$ cat config.mk
export PLATFORM = sky130hd
export DESIGN_NAME = status_report_regs
export DESIGN_NICKNAME = d
export VERILOG_FILES = /design/src/rtl/status_rpt_pkg.sv /design/src/rtl/status_sticky_reg.sv /design/src/rtl/status_mask_regs.sv /design/src/rtl/status_byte_build.sv /design/src/rtl/status_host_ctrl.sv /design/src/rtl/status_report_regs.sv
export SDC_FILE = /design/constraint.sdc
export NUM_CORES = 1
export LEC_CHECK = 0
export BUFFER_PORTS_ARGS = -buffer_cell sky130_fd_sc_hd__buf_4
export CORE_MARGIN = 2
export CORE_UTILIZATION = 58
export CTS_CLUSTER_DIAMETER = 200
export CTS_CLUSTER_SIZE = 24
export DETAILED_ROUTE_END_ITERATION = 7
export PLACE_DENSITY_LB_ADDON = 0.15
export SKIP_LAST_GASP = 1
export SYNTH_ARGS = -nofsm -noshare
export SYNTH_HDL_FRONTEND = slang
export SYNTH_SLANG_ARGS = --single-unit
$ cat constraint.sdc
create_clock -name clk_i -period 2.5 [get_ports clk_i]
set_clock_uncertainty 0.05 [all_clocks]
set_input_delay 0.25 -clock clk_i [delete_from_list [all_inputs] [get_ports clk_i]]
set_output_delay 0.25 -clock clk_i [all_outputs]
set_load 0.05 [all_outputs]
$ cat src/rtl/status_rpt_pkg.sv
package status_rpt_pkg;

    localparam int STB_W        = 8;
    localparam int ADDR_W       = 3;
    localparam int STB_IEB_BIT  = 0;
    localparam int STB_MAV_BIT  = 4;
    localparam int STB_ESB_BIT  = 5;
    localparam int STB_RQS_BIT  = 6;
    // positions that feed the request-service bit: 1..5 and 7
    localparam logic [STB_W-1:0] RQS_SRC_MASK = 8'hBE;

    typedef enum logic [ADDR_W-1:0] {
        ADR_STB = 3'd0,
        ADR_ESR = 3'd1,
        ADR_ESE = 3'd2,
        ADR_IER = 3'd3,
        ADR_IEE = 3'd4,
        ADR_SRE = 3'd5,
        ADR_CLS = 3'd6,
        ADR_RSV = 3'd7
    } reg_addr_e;

    typedef enum logic [0:0] {
        ACC_IDLE = 1'b0,
        ACC_RESP = 1'b1
    } acc_state_e;

    typedef struct packed {
        logic esr_clr;
        logic ier_clr;
        logic cls;
        logic ese_we;
        logic iee_we;
        logic sre_we;
    } host_ctl_t;

endpackage

$ cat src/rtl/status_sticky_reg.sv
module status_sticky_reg #(
    parameter int W             = 8,
    parameter bit LATCH_SUMMARY = 1'b1
) (
    input  logic         clk_i,
    input  logic         rst_ni,
    input  logic [W-1:0] evt_i,
    input  logic         clr_i,
    input  logic [W-1:0] mask_i,
    output logic [W-1:0] bits_o,
    output logic         summary_o
);

    logic [W-1:0] bits_q;
    logic [W-1:0] base;

    // a clear drops history first; events of the same cycle are merged after
    assign base = clr_i ? '0 : bits_q;

    always_ff @(posedge clk_i) begin
        if (!rst_ni) begin
            bits_q <= '0;
        end else begin
            bits_q <= base | evt_i;
        end
    end

    assign bits_o = bits_q;

    generate
        if (LATCH_SUMMARY) begin : g_latched
            logic sum_q;
            logic rise;
            assign rise = |(evt_i & ~base & mask_i);
            always_ff @(posedge clk_i) begin
                if (!rst_ni) begin
                    sum_q <= 1'b0;
                end else begin
                    sum_q <= (clr_i ? 1'b0 : sum_q) | rise;
                end
            end
            assign summary_o = sum_q;
        end else begin : g_level
            assign summary_o = |(bits_q & mask_i);
        end
    endgenerate

endmodule

$ cat src/rtl/status_mask_regs.sv
module status_mask_regs
    import status_rpt_pkg::*;
#(
    parameter int EVT_W = 8,
    parameter int INS_W = 8
) (
    input  logic             clk_i,
    input  logic             rst_ni,
    input  host_ctl_t        ctl_i,
    input  logic [STB_W-1:0] wdata_i,
    output logic [EVT_W-1:0] ese_o,
    output logic [INS_W-1:0] iee_o,
    output logic [STB_W-1:0] sre_o
);

    always_ff @(posedge clk_i) begin
        if (!rst_ni) begin
            ese_o <= '0;
            iee_o <= '0;
            sre_o <= '0;
        end else begin
            if (ctl_i.ese_we) ese_o <= wdata_i[EVT_W-1:0];
            if (ctl_i.iee_we) iee_o <= wdata_i[INS_W-1:0];
            if (ctl_i.sre_we) sre_o <= wdata_i;
        end
    end

endmodule

$ cat src/rtl/status_byte_build.sv
module status_byte_build
    import status_rpt_pkg::*;
(
    input  logic             ieb_i,
    input  logic             mav_i,
    input  logic             esb_i,
    input  logic [STB_W-1:0] sre_i,
    output logic [STB_W-1:0] stb_o,
    output logic             rqs_o
);

    logic [STB_W-1:0] base;

    always_comb begin
        base              = '0;
        base[STB_IEB_BIT] = ieb_i;
        base[STB_MAV_BIT] = mav_i;
        base[STB_ESB_BIT] = esb_i;
    end

    assign rqs_o = |(base & sre_i & RQS_SRC_MASK);

    always_comb begin
        stb_o              = base;
        stb_o[STB_RQS_BIT] = rqs_o;
    end

endmodule

$ cat src/rtl/status_host_ctrl.sv
module status_host_ctrl
    import status_rpt_pkg::*;
#(
    parameter int EVT_W = 8,
    parameter int INS_W = 8
) (
    input  logic              clk_i,
    input  logic              rst_ni,
    input  logic              req_i,
    input  logic              wr_i,
    input  logic [ADDR_W-1:0] addr_i,
    input  logic [STB_W-1:0]  stb_i,
    input  logic [EVT_W-1:0]  esr_i,
    input  logic [EVT_W-1:0]  ese_i,
    input  logic [INS_W-1:0]  ier_i,
    input  logic [INS_W-1:0]  iee_i,
    input  logic [STB_W-1:0]  sre_i,
    output logic              ready_o,
    output logic              rvalid_o,
    output logic [STB_W-1:0]  rdata_o,
    output host_ctl_t         ctl_o
);

    acc_state_e       state_q, state_d;
    reg_addr_e        addr;
    logic             accept;
    logic [STB_W-1:0] rdata_d, rdata_q;
    logic [STB_W-1:0] esr_x, ese_x, ier_x, iee_x;

    assign addr = reg_addr_e'(addr_i);

    // state register
    always_ff @(posedge clk_i) begin
        if (!rst_ni) begin
            state_q <= ACC_IDLE;
        end else begin
            state_q <= state_d;
        end
    end

    // next state: IDLE_TO_RESP on an accepted read, RESP_TO_IDLE always
    always_comb begin
        state_d = state_q;
        unique case (state_q)
            ACC_IDLE: if (req_i && !wr_i) state_d = ACC_RESP;
            ACC_RESP: state_d = ACC_IDLE;
            default:  state_d = ACC_IDLE;
        endcase
    end

    // outputs and decoded strobes
    always_comb begin
        ready_o  = (state_q == ACC_IDLE);
        rvalid_o = (state_q == ACC_RESP);
        accept   = ready_o && req_i;
        ctl_o    = '0;
        if (accept) begin
            if (wr_i) begin
                unique case (addr)
                    ADR_ESE: ctl_o.ese_we = 1'b1;
                    ADR_IEE: ctl_o.iee_we = 1'b1;
                    ADR_SRE: ctl_o.sre_we = 1'b1;
                    ADR_CLS: ctl_o.cls    = 1'b1;
                    default: ;
                endcase
            end else begin
                unique case (addr)
                    ADR_ESR: ctl_o.esr_clr = 1'b1;
                    ADR_IER: ctl_o.ier_clr = 1'b1;
                    default: ;
                endcase
            end
        end
    end

    always_comb begin
        esr_x = '0; esr_x[EVT_W-1:0] = esr_i;
        ese_x = '0; ese_x[EVT_W-1:0] = ese_i;
        ier_x = '0; ier_x[INS_W-1:0] = ier_i;
        iee_x = '0; iee_x[INS_W-1:0] = iee_i;
    end

    always_comb begin
        unique case (addr)
            ADR_STB: rdata_d = stb_i;
            ADR_ESR: rdata_d = esr_x;
            ADR_ESE: rdata_d = ese_x;
            ADR_IER: rdata_d = ier_x;
            ADR_IEE: rdata_d = iee_x;
            ADR_SRE: rdata_d = sre_i;
            default: rdata_d = '0;
        endcase
    end

    always_ff @(posedge clk_i) begin
        if (!rst_ni) begin
            rdata_q <= '0;
        end else if (accept && !wr_i) begin
            rdata_q <= rdata_d;
        end
    end

    assign rdata_o = rdata_q;

endmodule

$ cat src/rtl/status_report_regs.sv
module status_report_regs
    import status_rpt_pkg::*;
#(
    parameter int EVT_W = 8,   // at most 8
    parameter int INS_W = 8    // at most 8
) (
    input  logic              clk_i,
    input  logic              rst_ni,
    input  logic [EVT_W-1:0]  esr_evt_i,
    input  logic [INS_W-1:0]  ins_evt_i,
    input  logic              mav_i,
    input  logic              host_req_i,
    input  logic              host_wr_i,
    input  logic [ADDR_W-1:0] host_addr_i,
    input  logic [STB_W-1:0]  host_wdata_i,
    output logic              host_ready_o,
    output logic              host_rvalid_o,
    output logic [STB_W-1:0]  host_rdata_o,
    output logic              srq_o
);

    host_ctl_t        ctl;
    logic             esr_clear, ier_clear;
    logic [EVT_W-1:0] esr_bits, ese_q;
    logic [INS_W-1:0] ier_bits, iee_q;
    logic [STB_W-1:0] sre_q, stb;
    logic             esb, ieb, rqs;

    assign esr_clear = ctl.esr_clr | ctl.cls;
    assign ier_clear = ctl.ier_clr | ctl.cls;

    status_host_ctrl #(.EVT_W(EVT_W), .INS_W(INS_W)) u_host (
        .clk_i    (clk_i),
        .rst_ni   (rst_ni),
        .req_i    (host_req_i),
        .wr_i     (host_wr_i),
        .addr_i   (host_addr_i),
        .stb_i    (stb),
        .esr_i    (esr_bits),
        .ese_i    (ese_q),
        .ier_i    (ier_bits),
        .iee_i    (iee_q),
        .sre_i    (sre_q),
        .ready_o  (host_ready_o),
        .rvalid_o (host_rvalid_o),
        .rdata_o  (host_rdata_o),
        .ctl_o    (ctl)
    );

    status_mask_regs #(.EVT_W(EVT_W), .INS_W(INS_W)) u_masks (
        .clk_i   (clk_i),
        .rst_ni  (rst_ni),
        .ctl_i   (ctl),
        .wdata_i (host_wdata_i),
        .ese_o   (ese_q),
        .iee_o   (iee_q),
        .sre_o   (sre_q)
    );

    status_sticky_reg #(.W(EVT_W), .LATCH_SUMMARY(1'b1)) u_esr (
        .clk_i     (clk_i),
        .rst_ni    (rst_ni),
        .evt_i     (esr_evt_i),
        .clr_i     (esr_clear),
        .mask_i    (ese_q),
        .bits_o    (esr_bits),
        .summary_o (esb)
    );

    status_sticky_reg #(.W(INS_W), .LATCH_SUMMARY(1'b0)) u_ier (
        .clk_i     (clk_i),
        .rst_ni    (rst_ni),
        .evt_i     (ins_evt_i),
        .clr_i     (ier_clear),
        .mask_i    (iee_q),
        .bits_o    (ier_bits),
        .summary_o (ieb)
    );

    status_byte_build u_stb (
        .ieb_i (ieb),
        .mav_i (mav_i),
        .esb_i (esb),
        .sre_i (sre_q),
        .stb_o (stb),
        .rqs_o (rqs)
    );

    assign srq_o = rqs;

endmodule

; ---- Word level (Yosys, flattened, before mapping)
; Index checks and enable logic that the tools add are counted.
; W data, S select, Z words.
[totals]
reg_bits = 50
out_inout_bits = 11
wordCells = 48
input_bits = 32
[op_classes]
mux = 15
eq_ne = 6
reduce_logical = 8
n_bitwise = 11
[op_table]
columns = op, count
row1 = $pmux W8 S6, 1
row2 = $and A8 B8 Y8, 3
row3 = $mux W8, 2
row4 = $or A8 B8 Y8, 2
row5 = $reduce_or A8 Y1, 2
row6 = $eq A3 B3 Y1 const B, 3
row7 = $and A6 B8 Y8, 1
row8 = $mux W1, 8
row9 = $not A8 Y8, 1
row10 = $eq A3 B2 Y1 const B, 2
row11 = $mux W6, 1
row12 = $reduce_or A6 Y1, 1
row13 = $mux W4, 1
row14 = $eq A3 B1 Y1 const B, 1
row15 = $logic_and A1 B1 Y1, 3
row16 = $logic_not A3 Y1, 1
row17 = $or A1 B1 Y1, 3
row18 = $mux W2, 1
row19 = $pmux W1 S2, 1
row20 = $logic_not A1 Y1, 1
row21 = $not A1 Y1, 1

; ---- Logic depth before layout (Yosys ltp)
; Gate-level depths: netlist (run 1).
[logic_depth]
depth_word = 11
mapped_depth = 8
mapped_depth_nobuf = 5

; ---- By module
; A second synthesis (run 1) with hierarchy kept.
[unflattened]
hier_cells = 269
hier_area_um2 = 2543.7
[by_module_without_submodules]
columns = module, cells_per_inst, seq_area_each_um2, instances, area_per_inst_um2
row1 = status_mask_regs, 77, 480.5, 1, 914.6
row2 = status_host_ctrl, 101, 180.2, 1, 869.6
row3 = status_sticky_reg (u_esr), 49, 180.2, 1, 362.8
row4 = status_sticky_reg (u_ier), 30, 160.2, 1, 311.5
row5 = status_byte_build, 10, 0.0, 1, 72.6
row6 = status_report_regs, 2, 0.0, 1, 12.5

; ---- Worst setup path after synthesis (run 1)
; No wires, ideal clock.
[synth_path]
kind = flip-flop to flip-flop
start = register u_host.state_q, in the netlist u_host.rvalid_o
end = register u_masks.iee_o[0]
required_ps = 2322
path_buffers = 1
arrival_time_ps = 1763
path_stages_with_launch = 7
setup_slack_ps = 559
setup_ps = 128
path_cell_list = dfxtp_1 inv_2 nand2_1 or4_1 buf_2 mux2i_1 nor2_1
[synth_between]
elab_chain_len = 3
[synth_lines]
columns = element, line
row1 = "start, declared", status_host_ctrl.sv:24  ; acc_state_e state_q, state_d;
row2 = "start signal, assigned", status_host_ctrl.sv:37  ; state_q <= state_d;
row3 = $not A1 Y1, status_host_ctrl.sv:53  ; ready_o = (state_q == ACC_IDLE);
row4 = named net host_ready_o, status_report_regs.sv:16  ; output logic host_ready_o,
row5 = $logic_and A1 B1 Y1, status_host_ctrl.sv:55  ; accept = ready_o && req_i;
row6 = $mux W6, status_host_ctrl.sv:57  ; if (accept) begin
row7 = "end signal, assigned", status_mask_regs.sv:23  ; if (ctl_i.iee_we) iee_o <= wdata_i[INS_W-1:0];
row8 = "end, declared", status_mask_regs.sv:12  ; output logic [INS_W-1:0] iee_o,
; The timed path passes the listed nets, and every way through them passes these cells.
; A chain may end at the register's enable or synchronous reset.

; ---- Worst setup path after layout (run 1)
[layout_path]
start = register u_host.state_q, in the netlist u_host.rvalid_o
end = register u_masks.iee_o[7]
[layout_between]
elab_chain_len = 3
[layout_lines]
columns = element, line
row1 = $not A1 Y1, status_host_ctrl.sv:53
row2 = $logic_and A1 B1 Y1, status_host_ctrl.sv:55
row3 = $mux W6, status_host_ctrl.sv:57
; No other way between the ends.

==> results.yml, run 1 <==
run_status:
  status: "complete, no violations"
floorplan:
  die_area_um2: 4370
  die_height_um: 66.1
  rows: 22
  core_area_um2: 3690
  io_pins: 43
  start_util_pct: 60.7
  die_x_um: 66.1
synthesis:
  netlist_area_um2: 2240
  yosys-top-cells-area: "dfxtp_1, mux2i_1, nor2_1"
  avgSynthCellArea_um2: 9.06
  syn_nets: 279
  synthFlopType: "dfxtp_1"
  synth-edff-count: 0
  ys_seq_area_share_pct: 44.7
  yosysUniqueCellTypes: 36
  ys.warnings.count: 0
  yosysTopAreaCellShare_pct: 44.7
  yosys.area.top_type: "dfxtp_1"
  synth-async-reset-ratio_pct: 0
  netlist_instances: 247
  synth-seq-cells: 50
worst_setup_path:
  ff2ff_path_depth: 5
  path_class: "reg -> reg"
  worstPathCellList: "inv_2 > nand2_1 > or4_1 > mux2i_1 > nor2_1"
  worst-path-max-fanout: 8
  reg2reg_from: "u_host.rvalid_o"
  timing.critical_path.from_type: "register"
  ff2ff_setup_slack_ns: 0.74
  slowest_stage: "or4_1"
  cp.arrival_ns: 1.91
  r2r-end: "u_masks.iee_o[7]"
  crit_path_end_kind: "register"
  worstPathRequired_ns: 2.65
  slowest_delay_ns: 0.78
finish:
  nFillCells: 294
  diodes: 0
  fin_cells: 333
  multiInputGateArea_um2: 1130
  fin_util_pct: 72.1
  drive_gt1_share_pct: 22.8
  design_area_um2: 2660
  final_nets: 316
  seqCellArea_um2: 1000
  area_growth_syn_to_layout_pct: 18.9
route:
  drc: 0
  drt_iter0_drc: 190
  top_layer: "met4"
  first_pass_iters: 6
  vias_per_cell: 5.86
  post_drt_wl_per_cell_um: 16.0
  routed_wl_um: 5330
  ant_nets: 0
  wl_met3_um: 334
  wl_met1_um: 2290
  route.met2.wl_um: 2630
  vias: 1952
clock_network:
  cts_hold_buf: 0
  clock_latency_ns: 0.30
  cts_tree: "built"
  cts_max_level: 2
  numCtsBuffers: 5
  cts.clk_slew.worst_paths_ns: 0.10
  post_cts_buffers: 0
  cts-root-buf: "clkbuf_8"
  cts_resized: 0
  clock-sinks: 50
  cts_buffer_depth: 2
worst_hold_path:
  hp-class: "in -> reg"
  whs_path_depth: 3
  hold_end: "u_ier.bits_o[5]"
  hold_path.startpoint: "ins_evt_i[5]"
sta:
  hold_viol: 0
  finalSetupViolations: 0
  fmax_ghz: 0.567
  layout_setup_ws_ns: 0.738
  post-route-period-util_pct: 70.5
  final_max_slew_viol_count: 0
  slew_headroom_pct: 56.5
  rsz0062_at_grt: "no"
  fin_crit_ns: 1.76
  setup_tns_ns: 0
  tightestPinTransition_ns: 0.651
placement:
  port_buffers: 42
  gp_congestion: 0.824
  dp_cells: 325
  hpwl_um: 3900
  dp_slack_ns: 0.705
  dpl_cell_area_um2: 2550
global_route:
  grt_overflow: 0
  grtUsageTotal_pct: 25.8
  grt_start_max_net_pins: 24
  antenna_found_initial: 0
  grt_pass1_wl_um: 8600
  grt_pass1_vias: 1806
flow_run:
  cap_viol_max_count: 0
power:
  power.density_nw_per_um2: 611
  static-leakage-power_nw: 1.18
  ir_drop_mv: 0.452
-- synth_stat cells, types with 2 or more instances --
cell / n
dfxtp_1: 50
nor2_1: 47
mux2i_1: 31
a21oi_1: 28
nand2_1: 19
a22oi_1: 7
clkbuf_1: 7
o211ai_1: 6
a221oi_1: 5
o21ai_0: 5
a211oi_1: 4
buf_2: 4
mux2_2: 4
buf_6: 3
nor2b_1: 3
buf_4: 2
inv_1: 2
nand3_1: 2
-- stage by stage --
stage | hold slack, ns | power, W
floorplan | 0.317 | 0.000989
global placement | 0.400 | 0.00106
detailed placement | 0.410 | 0.00107
CTS | 0.103 | 0.00163
global route | 0.0950 | 0.00169
finish | 0.100 | 0.00162
-- cells by family after synthesis --
| kind of cell | Yosys count | synth area share (%) |
|---|---|---|
| mux | 36 | 16.9 |
| compound gates | 61 | 17.3 |
| buf+inv | 19 | 4.75 |
| simple gates | 81 | 16.3 |
| flops | 50 | 44.7 |
-- where the power goes --
group	total (W)	switching, W	internal [W]	leakage (nW)
Clock	0.000575	0.000275	0.000300	0.0585
Combinational	0.000200	0.000114	0.0000861	0.710
Sequential	0.000849	0.0000232	0.000826	0.409
-- flip-flops by register name, indices dropped and copies added (netlist names) --
name / flops
u_esr.bits_o: 8
u_masks.ese_o: 8
u_masks.iee_o: 8
u_host.rvalid_o: 1
u_masks.sre_o: 8
u_host.rdata_o: 8
u_esr.summary_o: 1
u_ier.bits_o: 8
-- layer usage --
| metal | GRT usage, % | vias up |
|---|---|---|
| li1 | - | 952 |
| met5 | 0 | - |
| met3 | 4.43 | 11 |
| met1 | 33.8 | 907 |
| met4 | 7.40 | 0 |
| met2 | 43.5 | 82 |
-- final cells by class --
type / count / share of cell area [%]
Clock inverter: 3 / 1.65
Tap cell: 48 / 2.26
Multi-Input combinational cell: 178 / 42.5
Inverter: 3 / 0.423
Timing Repair Buffer: 46 / 13.0
Clock buffer: 5 / 2.59
Sequential cell: 50 / 37.6
-- cells in the final DEF (no fill, tap or decap), types with 2 or more instances in the layout --
cell type and count:
a22oi_1 7, nand2_1 19, mux2i_1 31, nor2b_1 3, o211ai_1 6, o21ai_0 5
dfxtp_1 50, buf_4 46, a211oi_1 4, a221oi_1 5, nor2_1 47, a21oi_1 28
mux2_2 4, clkbuf_8 5, inv_1 2, nand3_1 2
-- how the worst max path moves through the flow --
stage	start	end	slack, ns
4_1_cts	u_host.rvalid_o	u_masks.iee_o[7]	0.74
3_3_place_gp	host_addr_i[0]	u_masks.iee_o[1]	0.74
5_1_grt	u_host.rvalid_o	u_masks.iee_o[7]	0.65
2_1_floorplan	u_host.rvalid_o	u_masks.iee_o[0]	0.56
6_report	u_host.rvalid_o	u_masks.iee_o[7]	0.74
3_5_place_dp	host_addr_i[0]	u_ier.bits_o[3]	0.70
-- critical path, delay by kind of cell (launching register included) --
family                 cells  cell delay, ns
and+or+nand+nor            3            0.95
DFF                        1            0.34
muxes                      1            0.26
buffers and inverters      1            0.06
Power figures use the tool's default switching activity.
==> inputs of run 2 (changes only) <==
CORE_UTILIZATION = 54   (was 58)
clock period = 1.7 ns   (was 2.5 ns; I/O delays follow)
==> run 2 against run 1 <==
Compared with the run above:
- critical path depth is 1 higher
- sequential power is 47% higher
- cell count is 3.9% higher
- critical endpoint is now u_masks.iee_o[3]
- clock-buffer cell count is 2 higher
- die area is 7.0% higher
- combinational power is 59% higher
- largest cell class unchanged
- flip-flop and latch count stayed put
- worst setup slack worse by 0.64 ns
==> results.yml, run 2 (synthesis gave the netlist of run 1 again) <==
floorplan:
  die_x_um: 68.4
  die_area_um2: 4670
  core_area_um2: 4000
  die_height_um: 68.4
  io_pins: 43
  rows: 23
  start_util_pct: 55.9
clock_network:
  cts_tree: "built"
  cts.clk_slew.worst_paths_ns: 0.09
  clock_latency_ns: 0.30
  cts_buffer_depth: 2
  cts_max_level: 2
  cts_hold_buf: 0
  clock-sinks: 50
  numCtsBuffers: 5
  cts-root-buf: "clkbuf_8"
sta:
  fmax_ghz: 0.622
  fin_crit_ns: 1.61
  slew_headroom_pct: 76.5
  rsz0062_at_grt: "no"
  finalSetupViolations: 0
  hold_viol: 0
  setup_tns_ns: 0
  tightestPinTransition_ns: 0.349
  post-route-period-util_pct: 94.5
  fin_hold_ws_ns: 0.0156
  layout_setup_ws_ns: 0.0932
  final_max_slew_viol_count: 0
power:
  ir_drop_mv: 0.747
  power.density_nw_per_um2: 826
  static-leakage-power_nw: 1.23
worst_setup_path:
  slowest_delay_ns: 0.48
  worst-path-buf-inv: 2
  crit_path_end_kind: "register"
  slowest_stage: "or4_1"
  reg2reg_from: "u_host.rvalid_o"
  ff2ff_setup_slack_ns: 0.09
  worst-path-max-fanout: 8
  cp.arrival_ns: 1.74
  worstPathRequired_ns: 1.84
  worstPathCellList: "inv_6 > nand2_1 > or4_1 > buf_4 > mux2i_1 > nor2_1"
  timing.critical_path.from_type: "register"
  ff2ff_path_depth: 6
  r2r-end: "u_masks.iee_o[3]"
  worst_path_dominant_cell_family: "simple AND/OR/NAND/NOR gates"
  path_class: "reg -> reg"
flow_run:
  cap_viol_max_count: 0
route:
  first_pass_iters: 4
  drt_iter0_drc: 173
  drc: 0
  vias: 2018
  routed_wl_um: 5690
  post_drt_wl_per_cell_um: 16.5
  ant_nets: 0
  vias_per_cell: 5.83
global_route:
  grt_start_max_net_pins: 34
  antenna_found_initial: 0
  grt_pass1_wl_um: 8960
  grtUsageTotal_pct: 26.4
  grt_overflow: 0
  grt_pass1_vias: 1868
run_status:
  status: "complete, no violations"
placement:
  port_buffers: 42
  hpwl_um: 4130
  gp_congestion: 0.902
  dp_slack_ns: 0.0834
  dpl_cell_area_um2: 2670
finish:
  design_area_um2: 2760
  area_growth_syn_to_layout_pct: 23.5
  final_cell_mix: "buf_4, dfxtp_1, nor2_1"
  final_common_cell: "buf_4"
  drive_gt1_share_pct: 26.0
  final_nets: 327
  diodes: 0
  fin_util_pct: 69.1
worst_hold_path:
  hold_end: "u_ier.bits_o[6]"
  hp-class: "in -> reg"
  hold_path.startpoint: "ins_evt_i[6]"
  whs_path_depth: 3
-- run 2: report_power, final --
part / internal [W] / switching (W)
clock network: 0.000329 / 0.000386
registers: 0.00121 / 0.0000363
logic: 0.000142 / 0.000176
-- run 2: layout make-up --
type	count	area, um2
multi-input cells	178	1140
fillers	344	1240
inverters	3	16.3
clock buffers	7	86.3
repair buffers	57	453
flip-flops and latches	50	1000
clock inverters	1	5.00
well taps	50	62.6
-- run 2: how the worst max path moves through the flow --
stage	cells past startpoint	start	end
after global routing	6	u_host.rvalid_o	u_masks.iee_o[2]
after floorplan	6	u_host.rvalid_o	u_masks.iee_o[0]
final	6	u_host.rvalid_o	u_masks.iee_o[3]
after CTS	5	u_ier.bits_o[1]	u_host.rdata_o[0]
after detailed placement	5	u_ier.bits_o[1]	u_host.rdata_o[0]
after global placement	5	u_ier.bits_o[3]	u_host.rdata_o[0]
-- run 2: through the flow --
stage               total power, W  cells
CTS                        0.00229    346
detailed placement         0.00159    338
global route               0.00237    346
global placement           0.00158    338
floorplan                  0.00145    247
finish                     0.00228    346
-- run 2: worst reg2reg max path, cell delays in order, from the launching register on --
cell	delay, ns
dfxtp_4	0.37
inv_6	0.04
nand2_1	0.10
or4_1	0.48
buf_4	0.20
mux2i_1	0.18
nor2_1	0.06
-- run 2: what timing repair did --
item / in CTS / in global routing
gates resized for setup: 0 / 1
setup endpoints to repair: 0 / 1
setup buffers: 0 / 0
-- run 2: layer usage --
| layer | vias to the layer above | routed length [um] | global-route usage, % | part of all wire, % |
|---|---|---|---|---|
| met5 | - | 0 | 0 | 0 |
| met4 | 0 | 54 | 8.50 | 0.95 |
| met3 | 6 | 320 | 5.43 | 5.6 |
| met2 | 77 | 2820 | 44.1 | 50 |
| met1 | 958 | 2500 | 34.1 | 44 |
| li1 | 977 | - | - | - |
